### config.mk
export PLATFORM = sky130hd
export DESIGN_NAME = bsalu_core
export DESIGN_NICKNAME = d
export VERILOG_FILES = /design/src/rtl/bsalu_pkg.sv /design/src/rtl/bsalu_full_adder.sv /design/src/rtl/bsalu_slice.sv /design/src/rtl/bsalu_flags.sv /design/src/rtl/bsalu_core.sv
export SDC_FILE = /design/constraint.sdc
export NUM_CORES = 1
export LEC_CHECK = 0
export ABC_AREA = 1
export BUFFER_PORTS_ARGS = -buffer_cell sky130_fd_sc_hd__buf_2
export CORE_AREA = 2 2 53 55
export DETAILED_ROUTE_END_ITERATION = 12
export DIE_AREA = 0 0 55 57
export GPL_TIMING_DRIVEN = 0
export PLACE_DENSITY = 0.68
export SLEW_MARGIN = 25
export SYNTH_ARGS = -nofsm -noshare
export SYNTH_HDL_FRONTEND = slang
export SYNTH_SLANG_ARGS = --single-unit
### constraint.sdc
create_clock -name vclk -period 15.45
set_input_delay 4.635 -clock vclk [all_inputs]
set_output_delay 4.635 -clock vclk [all_outputs]
set_load 0.005 [all_outputs]
### src/rtl/bsalu_pkg.sv
package bsalu_pkg;

    typedef enum logic [1:0] {
        FN_AND  = 2'b00,
        FN_OR   = 2'b01,
        FN_NOTB = 2'b10,
        FN_SUM  = 2'b11
    } alu_fn_e;

    typedef struct packed {
        logic en_a;
        logic en_b;
        logic inv_a;
    } opnd_ctl_t;

endpackage

### src/rtl/bsalu_full_adder.sv
module bsalu_full_adder (
    input  logic x,
    input  logic y,
    input  logic ci,
    output logic s,
    output logic co
);
    logic hs;

    always_comb begin
        hs = x ^ y;
        s  = hs ^ ci;
        co = (x & y) | (hs & ci);
    end
endmodule

### src/rtl/bsalu_slice.sv
module bsalu_slice
    import bsalu_pkg::*;
(
    input  logic      a_bit,
    input  logic      b_bit,
    input  opnd_ctl_t ctl,
    input  alu_fn_e   fn,
    input  logic      cin,
    output logic      res,
    output logic      cout
);
    logic ea;
    logic eb;
    logic fa_s;
    logic fa_c;

    always_comb begin
        ea = (a_bit & ctl.en_a) ^ ctl.inv_a;
        eb = b_bit & ctl.en_b;
    end

    bsalu_full_adder u_fa (
        .x  (ea),
        .y  (eb),
        .ci (cin),
        .s  (fa_s),
        .co (fa_c)
    );

    always_comb begin
        unique case (fn)
            FN_AND:  res = ea & eb;
            FN_OR:   res = ea | eb;
            FN_NOTB: res = ~eb;
            FN_SUM:  res = fa_s;
            default: res = 1'b0;
        endcase
        cout = (fn == FN_SUM) ? fa_c : 1'b0;
    end

    always_comb begin
        if (fn == FN_SUM) begin
            AST_SLICE_ADD: assert ({cout, res} == 2'({1'b0, ea} + {1'b0, eb} + {1'b0, cin}))
                else $error("slice sum mismatch");
        end else begin
            AST_CARRY_QUIET: assert (cout == 1'b0)
                else $error("carry leaked outside sum");
        end
    end
endmodule

### src/rtl/bsalu_flags.sv
module bsalu_flags #(
    parameter int WIDTH = 8
) (
    input  logic [WIDTH-1:0] res,
    input  logic             c_into_msb,
    input  logic             c_out_msb,
    input  logic             is_sum,
    output logic             neg,
    output logic             zero,
    output logic             ovf
);
    localparam int MSB = WIDTH - 1;

    always_comb begin
        neg  = res[MSB];
        zero = ~|res;
        ovf  = is_sum & (c_into_msb ^ c_out_msb);
    end
endmodule

### src/rtl/bsalu_core.sv
module bsalu_core
    import bsalu_pkg::*;
#(
    parameter int WIDTH = 8
) (
    input  logic [WIDTH-1:0] a_in,
    input  logic [WIDTH-1:0] b_in,
    input  logic             fsel0,
    input  logic             fsel1,
    input  logic             en_a,
    input  logic             en_b,
    input  logic             inv_a,
    input  logic             carry_in,
    output logic [WIDTH-1:0] result,
    output logic             neg,
    output logic             zero,
    output logic             ovf
);
    localparam int MSB = WIDTH - 1;

    alu_fn_e          fn;
    opnd_ctl_t        ctl;
    logic [WIDTH:0]   carry;

    always_comb begin
        fn        = alu_fn_e'({fsel0, fsel1});
        ctl.en_a  = en_a;
        ctl.en_b  = en_b;
        ctl.inv_a = inv_a;
    end

    assign carry[0] = carry_in;

    for (genvar i = 0; i < WIDTH; i++) begin : g_bit
        bsalu_slice u_slice (
            .a_bit (a_in[i]),
            .b_bit (b_in[i]),
            .ctl   (ctl),
            .fn    (fn),
            .cin   (carry[i]),
            .res   (result[i]),
            .cout  (carry[i+1])
        );
    end

    bsalu_flags #(.WIDTH(WIDTH)) u_flags (
        .res        (result),
        .c_into_msb (carry[MSB]),
        .c_out_msb  (carry[WIDTH]),
        .is_sum     (fn == FN_SUM),
        .neg        (neg),
        .zero       (zero),
        .ovf        (ovf)
    );

    logic [WIDTH-1:0] ref_ea;
    logic [WIDTH-1:0] ref_eb;
    logic [WIDTH-1:0] ref_sum;

    always_comb begin
        ref_ea  = (a_in & {WIDTH{en_a}}) ^ {WIDTH{inv_a}};
        ref_eb  = b_in & {WIDTH{en_b}};
        ref_sum = ref_ea + ref_eb + WIDTH'(carry_in);
        if (fn == FN_SUM) begin
            AST_SUM_RESULT: assert (result == ref_sum)
                else $error("ripple sum mismatch");
            AST_OVF_SIGN: assert (ovf == ((ref_ea[MSB] == ref_eb[MSB]) && (result[MSB] != ref_ea[MSB])))
                else $error("overflow flag mismatch");
        end else begin
            AST_OVF_QUIET: assert (!ovf)
                else $error("overflow outside sum");
        end
        if (fn == FN_NOTB) begin
            AST_NOTB_RESULT: assert (result == ~ref_eb)
                else $error("complement mismatch");
        end
        AST_ZERO_FLAG: assert (zero == (result == '0))
            else $error("zero flag mismatch");
        AST_NEG_FLAG: assert (neg == result[MSB])
            else $error("sign flag mismatch");
    end
endmodule

Word-level counts from Yosys, hierarchy flattened

Index checks and enable logic that the tools add are counted.

Bits of input ports: 22
Word-level logic and storage cells: 104
Bits in registers: 0
Output and inout port bits: 11

Equal/unequal tests: 3
Reductions and logical operators: 3
Multiplexer cells: 16
Bitwise gates (word level): 82

Operator list:

| operator                                                              | count |
|---|---|
| 1-bit bitwise AND                                                     | 33 |
| 1-bit case mux with 4 select lines                                    | 8 |
| 1-bit XOR                                                             | 25 |
| 1-bit bitwise OR                                                      | 16 |
| 1-bit two-way mux                                                     | 8 |
| 1-bit NOT                                                             | 8 |
| 8-bit OR reduction                                                    | 1 |
| 2-bit equality test, second input constant                            | 2 |
| 2-bit by 1-bit equality test with 1-bit output, second input constant | 1 |
| 2-bit logical NOT                                                     | 1 |
| 1-bit logical NOT                                                     | 1 |

Longest topological paths before layout

Gate-level depths: netlist of run 1.

Word-level depth: 29
Depth in mapped cells: 29
Gate-level depth less buffers: 28

Modules after synthesis

Synthesis of run 1 repeated with hierarchy kept, for this count alone.

Cells, all modules: 166
Area total of the unflattened synthesis: 857.1 µm²

Modules (own cells, without submodules):

| module           | cells each | area an instance (µm²) | times used | sequential area each (µm²) |
|---|---|---|---|---|
| bsalu_slice      | 18         | 80.1                   | 8          | 0.0 |
| bsalu_full_adder | 1          | 20.0                   | 8          | 0.0 |
| bsalu_flags      | 12         | 48.8                   | 1          | 0.0 |
| bsalu_core       | 2          | 7.5                    | 1          | 0.0 |

Least setup slack after synthesis of run 1

No wires, ideal clock.

Path type: input to output
Start point: input en_a
End point: output zero
Data arrival time: 9.055 ns
Buffers on the path: 1
Stages on the path: 29
Slack: 1.760 ns
Cells stage by stage: clkbuf_1 > nand2_1 > xor2_1 > fa_1 > nor2_1 > fa_1 > inv_1 > nor2_1 > fa_1 > inv_1 > nor2_1 > fa_1 > inv_1 > nor2_1 > fa_1 > inv_1 > nor2_1 > fa_1 > inv_1 > nor2_1 > fa_1 > inv_1 > nor2_1 > fa_1 > nand2_1 > nand4_1 > nor2_1 > nand2_1 > nor2_1

Cells in the longest elaborated chain, start to end: 28
Elaborated cells on any way between the ends: 79
Those cells by class: mux (15); bitwise (62); reduce/logical (2)

RTL lines:

| what                                 | RTL line               | RTL |
|---|---|---|
| start: declaration                   | bsalu_core.sv:10       | `input logic en_a,` |
| 1-bit bitwise AND                    | bsalu_slice.sv:18      | `ea = (a_bit & ctl.en_a) ^ ctl.inv_a;` |
| 1-bit XOR                            | bsalu_slice.sv:18      |  |
| 1-bit XOR                            | bsalu_full_adder.sv:11 | `hs = x ^ y;` |
| 1-bit bitwise AND                    | bsalu_full_adder.sv:13 | `co = (x & y) \| (hs & ci);` |
| 1-bit bitwise OR                     | bsalu_full_adder.sv:13 |  |
| 1-bit two-way mux                    | bsalu_slice.sv:38      | `cout = (fn == FN_SUM) ? fa_c : 1'b0;` |
| 1-bit bitwise AND                    | bsalu_full_adder.sv:13 |  |
| 1-bit bitwise OR                     | bsalu_full_adder.sv:13 |  |
| [13 not listed]                      | n/a                    |  |
| 1-bit bitwise AND                    | bsalu_full_adder.sv:13 |  |
| 1-bit bitwise OR                     | bsalu_full_adder.sv:13 |  |
| 1-bit two-way mux                    | bsalu_slice.sv:38      |  |
| 1-bit XOR                            | bsalu_full_adder.sv:12 | `s = hs ^ ci;` |
| 1-bit case mux with 4 select lines * | bsalu_slice.sv:31      | `unique case (fn)` |
| via neg                              | bsalu_core.sv:15       | `output logic neg,` |
| 8-bit OR reduction *                 | bsalu_flags.sv:16      | `zero = ~\|res;` |
| 1-bit logical NOT *                  | bsalu_flags.sv:16      |  |
| end: declaration                     | bsalu_core.sv:16       | `output logic zero,` |

The timed path passes the listed nets; every way through them passes the cells marked *.

Worst setup path after layout of run 1

Start point: input en_a
End point: output zero

Cells in the longest elaborated chain, start to end: 28
Elaborated cells on any way between the ends: 79
Those cells by class: mux (15); bitwise (62); reduce/logical (2)

RTL lines:

| what                               | RTL line |
|---|---|
| 1-bit bitwise AND                  | bsalu_slice.sv:18 |
| 1-bit XOR                          | bsalu_slice.sv:18 |
| 1-bit XOR                          | bsalu_full_adder.sv:11 |
| 1-bit bitwise AND                  | bsalu_full_adder.sv:13 |
| 1-bit bitwise OR                   | bsalu_full_adder.sv:13 |
| 1-bit two-way mux                  | bsalu_slice.sv:38 |
| 1-bit bitwise AND                  | bsalu_full_adder.sv:13 |
| 1-bit bitwise OR                   | bsalu_full_adder.sv:13 |
| [12 not listed]                    | n/a |
| 1-bit two-way mux                  | bsalu_slice.sv:38 |
| 1-bit bitwise AND                  | bsalu_full_adder.sv:13 |
| 1-bit bitwise OR                   | bsalu_full_adder.sv:13 |
| 1-bit two-way mux                  | bsalu_slice.sv:38 |
| 1-bit XOR                          | bsalu_full_adder.sv:12 |
| 1-bit case mux with 4 select lines | bsalu_slice.sv:31 |
| 8-bit OR reduction *               | bsalu_flags.sv:16 |
| 1-bit logical NOT *                | bsalu_flags.sv:16 |

Mark *: on every way between the ends. The rest lies on a longest branch, timed or not.

==> results of run 1 <==
==> cell type report <==
cell class	instances	area, µm²	share of cell area (%)
multi-input combinational	111	782	66.1
timing repair buffer	29	145	12.3
inverter	33	124	10.5
buffer	13	92.6	7.83
tap	31	38.8	3.28
==> cell families after synthesis <==
| kind of cell | Yosys count |
|---|---|
| buffers and inverters | 46 |
| adder cells (fa/ha/maj) | 24 |
| XOR/XNOR | 8 |
| AND/OR/NAND/NOR | 77 |
| AO/OA/AOI/OAI | 2 |
==> per-stage QoR <==
| stage | setup WS (ns) | cell area (µm²) | utilization, % |
|---|---|---|---|
| CTS | 1.13 | 1180 | 45.2 |
| floorplan | 1.76 | 998 | - |
| global route | 0.798 | 1180 | 45.2 |
| global placement | 1.20 | 1180 | 45.2 |
| detailed placement | 1.13 | 1180 | 45.2 |
| finish | 1.21 | 1180 | 45.2 |
==> power groups by stage <==
| stage | sequential [µW] | clock, µW | combinational (µW) |
|---|---|---|---|
| finish | 0 | 0 | 34.2 |
| global route | 0 | 0 | 39.6 |
| CTS | 0 | 0 | 35.0 |
| detailed placement | 0 | 0 | 34.8 |
| global placement | 0 | 0 | 34.0 |
| floorplan | 0 | 0 | 24.5 |
==> per-layer routing <==
| layer | share of wire, % | wire length (µm) | vias up | track usage [%] |
|---|---|---|---|---|
| met4 | 0.98 | 21 | 0 | 1.74 |
| met2 | 47 | 1010 | 28 | 23.1 |
| li1 | - | - | 514 | - |
| met1 | 46 | 993 | 397 | 21.1 |
| met3 | 5.7 | 122 | 2 | 1.57 |
| met5 | 0 | 0 | - | 0 |
==> cell usage in the layout (no fill, tap or decap) <==
| cell | count |
|---|---|
| fa_1 | 8 |
| o21ai_0 | 1 |
| a21oi_1 | 1 |
| nand2_2 | 1 |
| nand4_1 | 7 |
| clkbuf_1 | 1 |
| xor2_1 | 8 |
| inv_2 | 4 |
| nor2_1 | 15 |
| nand2_1 | 41 |
| ha_1 | 16 |
| nor2_4 | 1 |
| inv_1 | 29 |
| nand3b_1 | 3 |
| nand3_1 | 7 |
| buf_6 | 1 |
| buf_2 | 31 |
| nor2_2 | 2 |
| buf_4 | 9 |
==> how the worst min path moves through the flow <==
stage            start         to  slack [ns]
2_1_floorplan    fsel1        neg        9.49
5_1_grt          fsel0  result[5]        9.84
3_5_place_dp   b_in[5]  result[5]        9.80
6_report       b_in[5]  result[5]        9.80
4_1_cts        b_in[5]  result[5]        9.80
3_3_place_gp   b_in[5]  result[5]        9.81
==> results.sh, run 1 <==
export IMPL_final_cells=217
export IMPL_synth_simple_area_share_pct=34.2
export IMPL_hp_class="input port to output port"
export IMPL_nNetsFinal=234
export IMPL_cp_startpoint="en_a"
export IMPL_grt_pass1_vias=799
export IMPL_routedWlPerCell_um=9.90
export IMPL_ant_nets=0
export IMPL_io_pins=33
export IMPL_vias=941
export IMPL_leakagePower_uw=0.000715
export IMPL_worstPathRequired_ns=10.82
export IMPL_fp_coreArea_um2=2620
export IMPL_synth_xor_area_share_pct=7.02
export IMPL_slew_violations=0
export IMPL_finalSetupTns_ns=0
export IMPL_synth_distinct_cells=19
export IMPL_period_minus_slack_ns=14.24
export IMPL_max_freq_mhz=70.2
export IMPL_die_width_um=55
export IMPL_seq_area_um2=0
export IMPL_swShare_pct=54.8
export IMPL_pwr_share_comb_pct=100.0
export IMPL_yosys_area_top_type="ha_1"
export IMPL_power_uw=34.2
export IMPL_grtUsageTotal_pct=14.4
export IMPL_slowest_stage="fa_1"
export IMPL_max_cap_viol_count=0
export IMPL_grt_overflow=0
export IMPL_nClkBuffers=0
export IMPL_clkPwrFrac_pct=0
export IMPL_io_buffers=29
export IMPL_post_cts_buffers=0
export IMPL_dieArea_um2=3140
export IMPL_finalSetupViolations=0
export IMPL_start_util_pct=38.2
export IMPL_setup_worst_path_end="zero"
export IMPL_synth_top_family_by_area="adder cells"
export IMPL_cp_slowest_stage_delay_ns=0.43
export IMPL_postRouteWirelength_mm=2.15
export IMPL_num_rows=19
export IMPL_intPower_uw=15.5
export IMPL_fillers=292
export IMPL_arrival_ns=9.61
export IMPL_yosysMostFrequentCell="nand2_1"
export IMPL_synth_mux_area_share_pct=0
export IMPL_syn_nets=203
export IMPL_chipHeight_um=57
export IMPL_crit_type="input port to output port"
export IMPL_area_growth_pct=18.4
export IMPL_netlist_area_leader_share_pct=20.1
export IMPL_cp_max_fo=8
export IMPL_synthTopCellsByCount="nand2_1, inv_1, ha_1"
export IMPL_layout_drive_gt1_share_pct=26.3
export IMPL_yosysSeqAreaShare_pct=0
export IMPL_avgViaCountPerCell=4.34
export IMPL_drc=0
export IMPL_flops_and_latches=0
export IMPL_synth_compound_area_share_pct=1.00
export IMPL_post_route_period_util_pct=92.2
export IMPL_outcome="completed"
export IMPL_grt_pass1_wl_mm=3.46
export IMPL_hold_viol=0
export IMPL_cpMostUsedCell="nor2_1"
export IMPL_synth_fa_ha_area_share_pct=36.1
export IMPL_grt_antenna_before_repair=0
export IMPL_initialDrtViolationCount=8
export IMPL_synthCells=157
export IMPL_startpoint_type="input port"
export IMPL_switchingPower_uw=18.7
export IMPL_holdBufCountCts=0
export IMPL_cts_repair_resized=0
export IMPL_grt_start_max_net_pins=11
export IMPL_worst_pin_slew_ns=0.419
export IMPL_hold_path_depth=6
export IMPL_rsz0062_at_grt="false"
export IMPL_whs_ns=9.80
export IMPL_synth_area_leaders="ha_1, fa_1, nand2_1, inv_1, xor2_1"
export IMPL_critPathBufInv=8
export IMPL_placed_cells=217
export IMPL_gp_congestion=0.763
export IMPL_synth_area_um2=998
export IMPL_synth_warnings=0
export IMPL_postSynthAreaPerCell_um2=6.36
export IMPL_place_hpwl_mm=1.79
export IMPL_cp_top_family="adder cells"
export IMPL_ir_drop_mv=0.0132
export IMPL_slew_headroom_pct=72.1
export IMPL_diodes=0
export IMPL_cp_end_kind="output port"
export IMPL_powerDensity_nw_per_um2=29.0
export IMPL_path_depth=30
export IMPL_firstDrtPassIters=4
export IMPL_seqPwrFrac_pct=0
Power figures use the tool's default switching activity.
==> run 2, diff against run 1 <==
- CORE_AREA: 2 2 53 55 -> 2 2 46 48
- DIE_AREA: 0 0 55 57 -> 0 0 48 50
- PLACE_DENSITY: 0.68 -> 0.87
==> results.sh, run 2 (synthesis gave the netlist of run 1 again) <==
export IMPL_hp_class="input port to output port"
export IMPL_cp_startpoint="en_a"
export IMPL_slowest_stage="fa_1"
export IMPL_hold_path_depth=5
export IMPL_post_route_period_util_pct=91.4
export IMPL_num_rows=16
export IMPL_layout_drive_gt1_share_pct=26.3
export IMPL_place_hpwl_mm=1.82
export IMPL_initialDrtViolationCount=5
export IMPL_diodes=0
export IMPL_vias=990
export IMPL_hold_viol=0
export IMPL_worstPathRequired_ns=10.82
export IMPL_cpMostUsedCell="nor2_1"
export IMPL_cp_top_family="adder cells"
export IMPL_cts_repair_resized=0
export IMPL_max_cap_viol_count=0
export IMPL_firstDrtPassIters=4
export IMPL_layout_common_cells="nand2_1, buf_2, inv_1, ha_1, nor2_1"
export IMPL_die_width_um=48
export IMPL_grt_antenna_before_repair=0
export IMPL_crit_type="input port to output port"
export IMPL_period_minus_slack_ns=14.13
export IMPL_io_pins=33
export IMPL_grt_pass1_vias=1001
export IMPL_critPathBufInv=8
export IMPL_cp_end_kind="output port"
export IMPL_final_cell_area_um2=1180
export IMPL_seq_area_um2=0
export IMPL_finalCoreUtilization_pct=61.9
export IMPL_slew_headroom_pct=73.9
export IMPL_worstHoldStart="b_in[7]"
export IMPL_post_cts_buffers=0
export IMPL_holdBufCountCts=0
export IMPL_layout_commonest_cell="nand2_1"
export IMPL_grt_start_max_net_pins=11
export IMPL_startpoint_type="input port"
export IMPL_routedWlPerCell_um=10.3
export IMPL_grtUsageTotal_pct=20.8
export IMPL_start_util_pct=52.5
export IMPL_fillers=189
export IMPL_grt_overflow=0
export IMPL_chipHeight_um=50
export IMPL_nNetsFinal=234
export IMPL_placement_cell_area_um2=1180
export IMPL_rsz0062_at_grt="false"
export IMPL_outcome="completed"
export IMPL_drc=0
export IMPL_powerDensity_nw_per_um2=29.3
export IMPL_finalSetupViolations=0
export IMPL_nClkBuffers=0
export IMPL_cp_slowest_stage_delay_ns=0.42
export IMPL_grt_pass1_wl_mm=3.80
export IMPL_ant_nets=0
export IMPL_gp_congestion=0.781
export IMPL_area_growth_pct=17.9
export IMPL_cp_max_fo=8
export IMPL_avgViaCountPerCell=4.65
export IMPL_fp_coreArea_um2=1900
export IMPL_slew_violations=0
export IMPL_io_buffers=29
export IMPL_postRouteWirelength_mm=2.19
export IMPL_worst_pin_slew_ns=0.391
export IMPL_whs_ns=9.78
export IMPL_ir_drop_mv=0.0128
export IMPL_hold_end="neg"
export IMPL_dieArea_um2=2400
export IMPL_max_freq_mhz=70.8
export IMPL_arrival_ns=9.49
export IMPL_leakagePower_uw=0.000715
export IMPL_finalSetupTns_ns=0
export IMPL_flops_and_latches=0
## run 2: metrics by stage
step / setup WS [ns] / total power, µW / std cells
global placement: 1.36 / 33.1 / 213
global route: 0.955 / 39.9 / 213
detailed placement: 1.31 / 34.8 / 213
floorplan: 1.76 / 24.5 / 157
CTS: 1.30 / 34.9 / 213
finish: 1.32 / 34.5 / 213
## run 2: how the worst max path moves through the flow
| stage | endpoint | depth (start not counted) |
|---|---|---|
| global route | zero | 30 |
| detailed placement | zero | 30 |
| finish | zero | 30 |
| floorplan | zero | 29 |
| global placement | zero | 30 |
| CTS | zero | 30 |
## run 2: layer usage
layer / track usage (%) / part of all wire (%) / up-vias
met5: 0 / 0 / -
met4: 4.05 / 1.0 / 0
met3: 1.10 / 2.6 / 2
met2: 41.8 / 57 / 16
met1: 21.8 / 40 / 456
li1: - / - / 516
## run 2: cell type report
type / count / area, µm² / share of cell area [%]
Buffer: 13 / 92.6 / 7.86
Tap cell: 27 / 33.8 / 2.87
Multi-Input combinational cell: 111 / 782 / 66.4
Timing Repair Buffer: 29 / 145 / 12.3
Inverter: 33 / 124 / 10.5
## run 2: power breakdown
part | total, µW | internal, µW | switching (µW)
clock | 0 | 0 | 0
combinational | 34.5 | 15.5 | 19.0
sequential | 0 | 0 | 0
total | 34.5 | 15.5 | 19.0
==> run 3, diff against run 2 <==
- clock period: 15.45 -> 13.05 ns (I/O delays scaled with it)
==> results.sh, run 3 (synthesis gave the netlist of run 1 again) <==
export IMPL_flops_and_latches=0
export IMPL_setup_worst_path_end="zero"
export IMPL_leakagePower_uw=0.000715
export IMPL_postRouteWirelength_mm=2.19
export IMPL_cts_repair_resized=0
export IMPL_vias=987
export IMPL_arrival_ns=8.76
export IMPL_hold_viol=0
export IMPL_cp_end_kind="output port"
export IMPL_fillers=189
export IMPL_area_growth_pct=17.9
export IMPL_placed_cells=213
export IMPL_avgViaCountPerCell=4.63
export IMPL_period_minus_slack_ns=12.68
export IMPL_nClkBuffers=0
export IMPL_layout_common_cells="nand2_1, buf_2, inv_1, ha_1, nor2_1"
export IMPL_rsz0062_at_grt="false"
export IMPL_cpMostUsedCell="nor2_1"
export IMPL_grt_use_met2_pct=41.8
export IMPL_cp_slowest_stage_delay_ns=0.42
export IMPL_grtUsageMet3_pct=1.10
export IMPL_drc=0
export IMPL_finalSetupTns_ns=0
export IMPL_clkPwrFrac_pct=0
export IMPL_num_rows=16
export IMPL_cp_max_fo=8
export IMPL_intPower_uw=18.3
export IMPL_grt_busiest_layer="met2"
export IMPL_post_route_period_util_pct=97.2
export IMPL_post_cts_buffers=0
export IMPL_diodes=0
export IMPL_max_cap_viol_count=0
export IMPL_final_cells=213
export IMPL_pwr_share_comb_pct=100.0
export IMPL_whs_ns=8.34
export IMPL_crit_type="input port to output port"
export IMPL_seq_area_um2=0
export IMPL_layout_drive_gt1_share_pct=26.3
export IMPL_ir_drop_mv=0.0151
export IMPL_grt_overflow=0
export IMPL_ant_nets=0
export IMPL_grt_pass1_vias=1001
export IMPL_finalCoreUtilization_pct=61.9
export IMPL_slew_headroom_pct=74.3
export IMPL_grt_start_max_net_pins=11
export IMPL_seqPwrFrac_pct=0
export IMPL_io_buffers=29
export IMPL_outcome="completed"
export IMPL_start_util_pct=52.5
export IMPL_powerDensity_nw_per_um2=34.6
export IMPL_grtUsageMet1_pct=21.8
export IMPL_slowest_stage="fa_1"
export IMPL_routedWlPerCell_um=10.3
export IMPL_worstPathRequired_ns=9.13
export IMPL_swShare_pct=55.1
export IMPL_grt_pass1_wl_mm=3.80
export IMPL_initialDrtViolationCount=5
export IMPL_max_freq_mhz=78.9
export IMPL_firstDrtPassIters=4
export IMPL_cp_startpoint="en_a"
export IMPL_grt_antenna_before_repair=0
export IMPL_die_width_um=48
export IMPL_switchingPower_uw=22.5
export IMPL_hp_class="input port to output port"
export IMPL_fp_coreArea_um2=1900
export IMPL_chipHeight_um=50
export IMPL_finalSetupViolations=0
export IMPL_slew_violations=0
export IMPL_layout_setup_ws_ns=0.371
export IMPL_gp_congestion=0.781
export IMPL_grtUsageTotal_pct=20.8
export IMPL_io_pins=33
export IMPL_worst_pin_slew_ns=0.385
export IMPL_holdBufCountCts=0
export IMPL_layout_commonest_cell="nand2_1"
export IMPL_dp_slack_ns=0.349
export IMPL_startpoint_type="input port"
export IMPL_nNetsFinal=234
export IMPL_place_hpwl_mm=1.82
export IMPL_dieArea_um2=2400
## run 3: worst min path at each step
stage	cells past startpoint	end	startpoint
final	5	neg	b_in[7]
after global routing	5	neg	b_in[7]
after CTS	5	neg	b_in[7]
after detailed placement	5	neg	b_in[7]
after global placement	5	neg	b_in[7]
after floorplan	3	neg	fsel1
## run 3: stage by stage
step	power, µW	instance area (µm²)
after detailed placement	41.2	1180
after floorplan	29.0	998
after CTS	41.3	1180
final	40.8	1180
after global placement	39.2	1180
after global routing	47.2	1180
## run 3: layout make-up
| type | instances | area [µm²] | area share [%] |
|---|---|---|---|
| Timing Repair Buffer | 29 | 145 | 12.3 |
| Multi-Input combinational cell | 111 | 782 | 66.4 |
| Inverter | 33 | 124 | 10.5 |
| Tap cell | 27 | 33.8 | 2.87 |
| Buffer | 13 | 92.6 | 7.86 |
## run 3: critical path, delay by kind of cell
kind	cells	cell delay, ns
xor gates and xnor gates	1	0.30
adders and majority gates	8	2.82
buffers and inverters	8	0.78
and+or+nand+nor	13	0.93
## run 3: power groups by stage
stage / Sequential, µW / Combinational (µW) / Clock, µW
3_3_place_gp: 0 / 39.2 / 0
4_1_cts: 0 / 41.3 / 0
3_5_place_dp: 0 / 41.2 / 0
2_1_floorplan: 0 / 29.0 / 0
6_report: 0 / 40.8 / 0
5_1_grt: 0 / 47.2 / 0
## run 3: metal layers
layer / part of all wire (%) / wire, µm / vias to the layer above
met5: 0 / 0 / -
li1: - / - / 516
met4: 1.0 / 22 / 0
met1: 40 / 870 / 453
met2: 57 / 1240 / 16
met3: 2.6 / 56 / 2
